`src/rtl/pipe_hazard_ctl.sv`:
```
module pipe_hazard_ctl #(
  parameter int XLEN = 64,
  parameter int RIDW = 4
) (
  input  logic            clk,
  input  logic            rst_n,
  input  logic [RIDW-1:0] d_src_a,
  input  logic [RIDW-1:0] d_src_b,
  input  logic [XLEN-1:0] rf_a,
  input  logic [XLEN-1:0] rf_b,
  input  logic            d_ret,
  input  logic            e_ret,
  input  logic            m_ret,
  input  logic [RIDW-1:0] e_dst_e,
  input  logic [RIDW-1:0] e_dst_m,
  input  logic [XLEN-1:0] e_val_e,
  input  logic            e_mispredict,
  input  logic [RIDW-1:0] m_dst_e,
  input  logic [RIDW-1:0] m_dst_m,
  input  logic [XLEN-1:0] m_val_e,
  input  logic [XLEN-1:0] m_val_m,
  input  logic            m_bad,
  input  logic [RIDW-1:0] w_dst_e,
  input  logic [RIDW-1:0] w_dst_m,
  input  logic [XLEN-1:0] w_val_e,
  input  logic [XLEN-1:0] w_val_m,
  input  logic            w_bad,
  output logic [XLEN-1:0] opnd_a,
  output logic [XLEN-1:0] opnd_b,
  output logic [2:0]      sel_a,
  output logic [2:0]      sel_b,
  output logic            f_stall,
  output logic            d_stall,
  output logic            d_bubble,
  output logic            e_bubble,
  output logic            m_bubble,
  output logic            w_stall
);

  localparam logic [RIDW-1:0] NOREG = '1;

  function automatic logic hit(input logic [RIDW-1:0] src, input logic [RIDW-1:0] dst);
    return (src != NOREG) && (src == dst);
  endfunction

  function automatic logic [2:0] pick(input logic [RIDW-1:0] src);
    if (hit(src, e_dst_e))      return 3'd1;
    else if (hit(src, m_dst_m)) return 3'd2;
    else if (hit(src, m_dst_e)) return 3'd3;
    else if (hit(src, w_dst_m)) return 3'd4;
    else if (hit(src, w_dst_e)) return 3'd5;
    else                        return 3'd0;
  endfunction

  function automatic logic [XLEN-1:0] route(input logic [2:0] s, input logic [XLEN-1:0] rf);
    case (s)
      3'd1:    return e_val_e;
      3'd2:    return m_val_m;
      3'd3:    return m_val_e;
      3'd4:    return w_val_m;
      3'd5:    return w_val_e;
      default: return rf;
    endcase
  endfunction

  assign sel_a  = pick(d_src_a);
  assign sel_b  = pick(d_src_b);
  assign opnd_a = route(sel_a, rf_a);
  assign opnd_b = route(sel_b, rf_b);

  logic load_use, ret_wait;
  assign load_use = hit(d_src_a, e_dst_m) || hit(d_src_b, e_dst_m);
  assign ret_wait = d_ret || e_ret || m_ret;

  assign f_stall  = load_use || ret_wait;
  assign d_stall  = load_use && !e_mispredict;
  assign d_bubble = e_mispredict || (ret_wait && !load_use);
  assign e_bubble = e_mispredict || load_use;
  assign m_bubble = m_bad || w_bad;
  assign w_stall  = w_bad;

  AST_SEL_A_EXEC: assert property (@(posedge clk) disable iff (!rst_n)
    sel_a == 3'd1 |-> opnd_a == e_val_e);
  AST_NOREG_A: assert property (@(posedge clk) disable iff (!rst_n)
    d_src_a == NOREG |-> sel_a == 3'd0 && opnd_a == rf_a);
  AST_LOAD_HOLD: assert property (@(posedge clk) disable iff (!rst_n)
    (e_dst_m != NOREG && e_dst_m == d_src_b) |-> f_stall && e_bubble);
  AST_RET_HOLD: assert property (@(posedge clk) disable iff (!rst_n)
    (d_ret || e_ret || m_ret) |-> f_stall && (d_stall || d_bubble));
  AST_MISPRED: assert property (@(posedge clk) disable iff (!rst_n)
    e_mispredict |-> d_bubble && e_bubble && !d_stall);
  AST_BAD_STAT: assert property (@(posedge clk) disable iff (!rst_n)
    (m_bad || w_bad) |-> m_bubble);
  AST_D_EXCL: assert property (@(posedge clk) disable iff (!rst_n)
    !(d_stall && d_bubble));

endmodule

```
`config.mk`:
```
export PLATFORM = sky130hd
export DESIGN_NAME = pipe_hazard_ctl
export DESIGN_NICKNAME = d
export VERILOG_FILES = /design/src/rtl/pipe_hazard_ctl.sv
export SDC_FILE = /design/constraint.sdc
export NUM_CORES = 1
export LEC_CHECK = 0
export CAP_MARGIN = 15
export CORE_AREA = 3 3 245 247
export DETAILED_ROUTE_END_ITERATION = 16
export DIE_AREA = 0 0 248 250
export SLEW_MARGIN = 20
export SYNTH_ARGS = -nofsm -noshare
export SYNTH_HDL_FRONTEND = slang
export SYNTH_SLANG_ARGS = --single-unit
```
`constraint.sdc`:
```
create_clock -name vclk -period 2.95
set_input_delay 0.295 -clock vclk [all_inputs]
set_output_delay 0.295 -clock vclk [all_outputs]
set_load 0.02 [all_outputs]
```
* After elaboration in Yosys (flattened, before gate mapping) *
Index checks and enable logic that the tools add are counted.

word-level totals
  input port bits = 488
  register bits after elaboration = 0

cells by class
  reductions and logical operators = 23
  multiplexer cells = 12
  equality and inequality tests = 24

operator list
  operator            number
  $pmux 64 s5         2
  $eq 4x4->1          12
  $mux 3              10
  $logic_and 1x1->1   14
  $eq 3x2->1 const B  4
  $eq 3x3->1 const B  4
  $ne 4x4->1 const B  2
  $logic_or 1x1->1    7
  $eq 3x1->1 const B  2
  $logic_not 1->1     2

* Logic depth before layout (Yosys ltp) *
  word-level depth = 9
  depth in mapped cells = 10
  gate-level depth less buffers = 6

* Worst setup path before layout *
OpenSTA, ideal clock, no wires.

  path kind = input to output
  from = input port d_src_a[0]
  to = output port opnd_a[35]
  cell stages on the path = 9
  arrival time = 2243 ps
  setup slack = 412 ps
  buffers on the path = 4
  required time = 2655 ps
  path through = buf_2 -> xor2_1 -> nor3_1 -> o21a_1 -> buf_2 -> clkbuf_1 -> buf_1 -> a221oi_1 -> a31oi_1

on the way
  longest elaborated chain between the ends = 9
  elaborated cells between the ends (all ways) = 22
  those cells by class = eq/ne: 11; mux: 6; reduce/logical: 5

RTL lines
  element                                          RTL line  RTL
  from (decl)                                      7         input logic [RIDW-1:0] d_src_a,
  $ne 4x4->1 / $eq 4x4->1 (equally long branches)  43        return (src != NOREG) && (src == dst);
  $logic_and 1x1->1                                43
  $mux 3                                           51        else if (hit(src, w_dst_e)) return 3'd5;
  $mux 3                                           50        else if (hit(src, w_dst_m)) return 3'd4;
  $mux 3                                           49        else if (hit(src, m_dst_e)) return 3'd3;
  $mux 3                                           48        else if (hit(src, m_dst_m)) return 3'd2;
  $mux 3 *                                         47        if (hit(src, e_dst_e)) return 3'd1;
  $eq 3x3->1, or another cell as far along         56        case (s)
  $pmux 64 s5 *                                    56
  to (decl)                                        28        output logic [XLEN-1:0] opnd_a,

Every way passes the cells marked *; elsewhere a longest branch is shown, timed or not.

* Final worst setup path *
  from = input port d_src_b[1]
  to = output port opnd_b[4]

on the way
  longest elaborated chain between the ends = 9
  elaborated cells between the ends (all ways) = 22
  those cells by class = eq/ne: 11; mux: 6; reduce/logical: 5

RTL lines
  element                                          RTL line  RTL
  from (decl)                                      8         input logic [RIDW-1:0] d_src_b,
  $ne 4x4->1 / $eq 4x4->1 (equally long branches)  43
  $logic_and 1x1->1                                43
  $mux 3                                           51
  $mux 3                                           50
  $mux 3                                           49
  $mux 3                                           48
  $mux 3 *                                         47
  $eq 3x3->1, or another cell as far along         56
  $pmux 64 s5 *                                    56
  to (decl)                                        29        output logic [XLEN-1:0] opnd_b,

Marks and branches as above.

==> reports/qor.yml <==
synth-xor-area-share_pct: 6.53
synth_area_mm2: 0.00617
syn-instance-count: 1010
die_h_um: 250
portBuffers: 626
rsz0062_at_grt: "yes"
initial_core_util_pct: 10.7
worstSetupPathType: "in -> out"
yosysMostFrequentCell: "nor2_1"
wire_per_inst_um: 29.1
setup_tns_ns: 0
drtIter0Drc: 1155
ios: 628
synth_area_per_cell_um2: 6.11
drc_errors: 0
fin_crit_ns: 2.94
synthSimpleGateAreaFrac_pct: 29.5
first_global_vias: 13300
synth_top_family_by_area: "compound AO/OA/AOI/OAI gates"
fp-row-count: 88
ant_nets: 0
final-seq-area_um2: 0
syn_to_final_growth_pct: 162
instances_no_fill: 2567
final_util_pct: 27.9
firstDrtPassIters: 6
via_per_inst: 5.08
maxCapViolations: 0
track_usage_pct: 22.3
die_w_um: 248
netlist_top_cells_area: "a221oi_1 14%, nor2_1 9.1%, nand2_1 8.8%"
synth.top_cell.area_share_pct: 14.2
seq_cells: 0
synth.distinct_cells: 48
yosysWarnings: 0
synth_compound_area_share_pct: 54.9
dpl.cell_count: 2490
power.leakage_nw: 6.13
post-dp-hpwl_um: 56800
crit_required_ns: 2.65
end_kind: "primary output"
slew_viol_final: 0
antenna_found_initial: 14
muxShareOfSynthArea_pct: 0
worst_slew_pin_slew_ns: 0.449
place_congestion: 0.977
synth.net_count: 1498
num_vias: 13100
hold_viol_final: 0
crit_path_start_kind: "input port"
drt-total-wl_um: 74700
run_status: "finished clean"
synth_top_cell_by_area: "a221oi_1"
yosys.area_share.adder_pct: 0
worst-path-max-fanout: 8
critPathArrivalTime_ns: 2.64
nFillCells: 6298
core-area_mm2: 0.0578
hold_slack_ns: 1.29
relSlewSlack_pct: 70.1
p_per_area_mw_per_mm2: 295
fmax_mhz: 341
ys_top_cells_by_count: "149 x nor2_1, 145 x nand2_1, 100 x a221oi_1"
hold_buffers: 0
setup_violations: 0
yosysSeqAreaShare_pct: 0
fp.dieArea_mm2: 0.0620
irDropWorstVdd_mv: 0.149
drive_gt1_share_pct: 29.7
nets: 2283
grt_pass1_wl_um: 100000
holdCritPathClass: "in -> out"
fin_crit_sh_pct: 99.5
grt_overflow_total: 0
grt_max_degree: 34
clock_buffers: 0
-- final timing paths --
kind | slack (ns) | cells after the start | end | from
max | 0.01 | 11 | opnd_b[4] | d_src_b[1]
min | 1.29 | 4 | opnd_a[43] | rf_a[43]
-- per-stage QoR --
step	setup WS, ns	power, mW	area (um2)
after floorplan	0.412	1.82	6170
after global placement	-0.884	4.55	15000
after detailed placement	-0.866	4.54	15000
after CTS	0.00676	4.68	15900
after global routing	-0.0415	4.99	16100
final	0.0148	4.77	16100
-- where the power goes --
part	leakage, nW	switching [mW]	total, mW	internal, mW
Combinational	6.13	2.51	4.77	2.25
Clock	0.0000606	0	0.000000549	0.000000549
Sequential	0	0	0	0
-- placed cells by master, fill, tap and decap left out, types with 41 or more instances in the layout --
| cell | count |
|---|---|
| nand2_1 | 138 |
| and3_1 | 54 |
| o22a_1 | 41 |
| o21ai_0 | 51 |
| a31oi_1 | 44 |
| buf_2 | 66 |
| buf_4 | 224 |
| nor3_1 | 42 |
| a221oi_1 | 85 |
| nor2_1 | 138 |
| buf_12 | 55 |
| clkdlybuf4s50_1 | 466 |
-- cell type report --
class / instances / area [um2] / share of cell area [%]
repair buffers: 902 / 8850 / 54.8
well taps: 765 / 957 / 5.93
diodes: 9 / 22.5 / 0.139
multi-input cells: 891 / 6320 / 39.1
-- layer usage --
layer	up-vias	part of all wire (%)	track usage, %
met1	6376	40	27.4
met3	145	9.1	4.88
li1	5576	-	-
met5	-	0.066	0
met2	948	48	38.6
met4	8	3.2	6.79
-- what timing repair did --
action	CTS	global route
setup buffers	42	17
gates cloned	8	3
pin swaps	34	36
setup endpoints to repair	133	101
gates resized for setup	604	108
-- kinds of logic after synthesis --
family / count (synthesis)
compound gates: 429
xor+xnor: 46
buf+inv: 119
simple gates: 416
-- critical path, stage by stage --
cell and delay (ns):
clkdlybuf4s15_1 0.22, and2_4 0.23, a311o_2 0.38, o211ai_4 0.23, a31oi_4 0.11, buf_6 0.14, buf_8 0.13, bufbuf_16 0.27
a22oi_2 0.24, o22a_1 0.23, buf_6 0.13
Note: power is estimated with default switching activity, not from simulation.
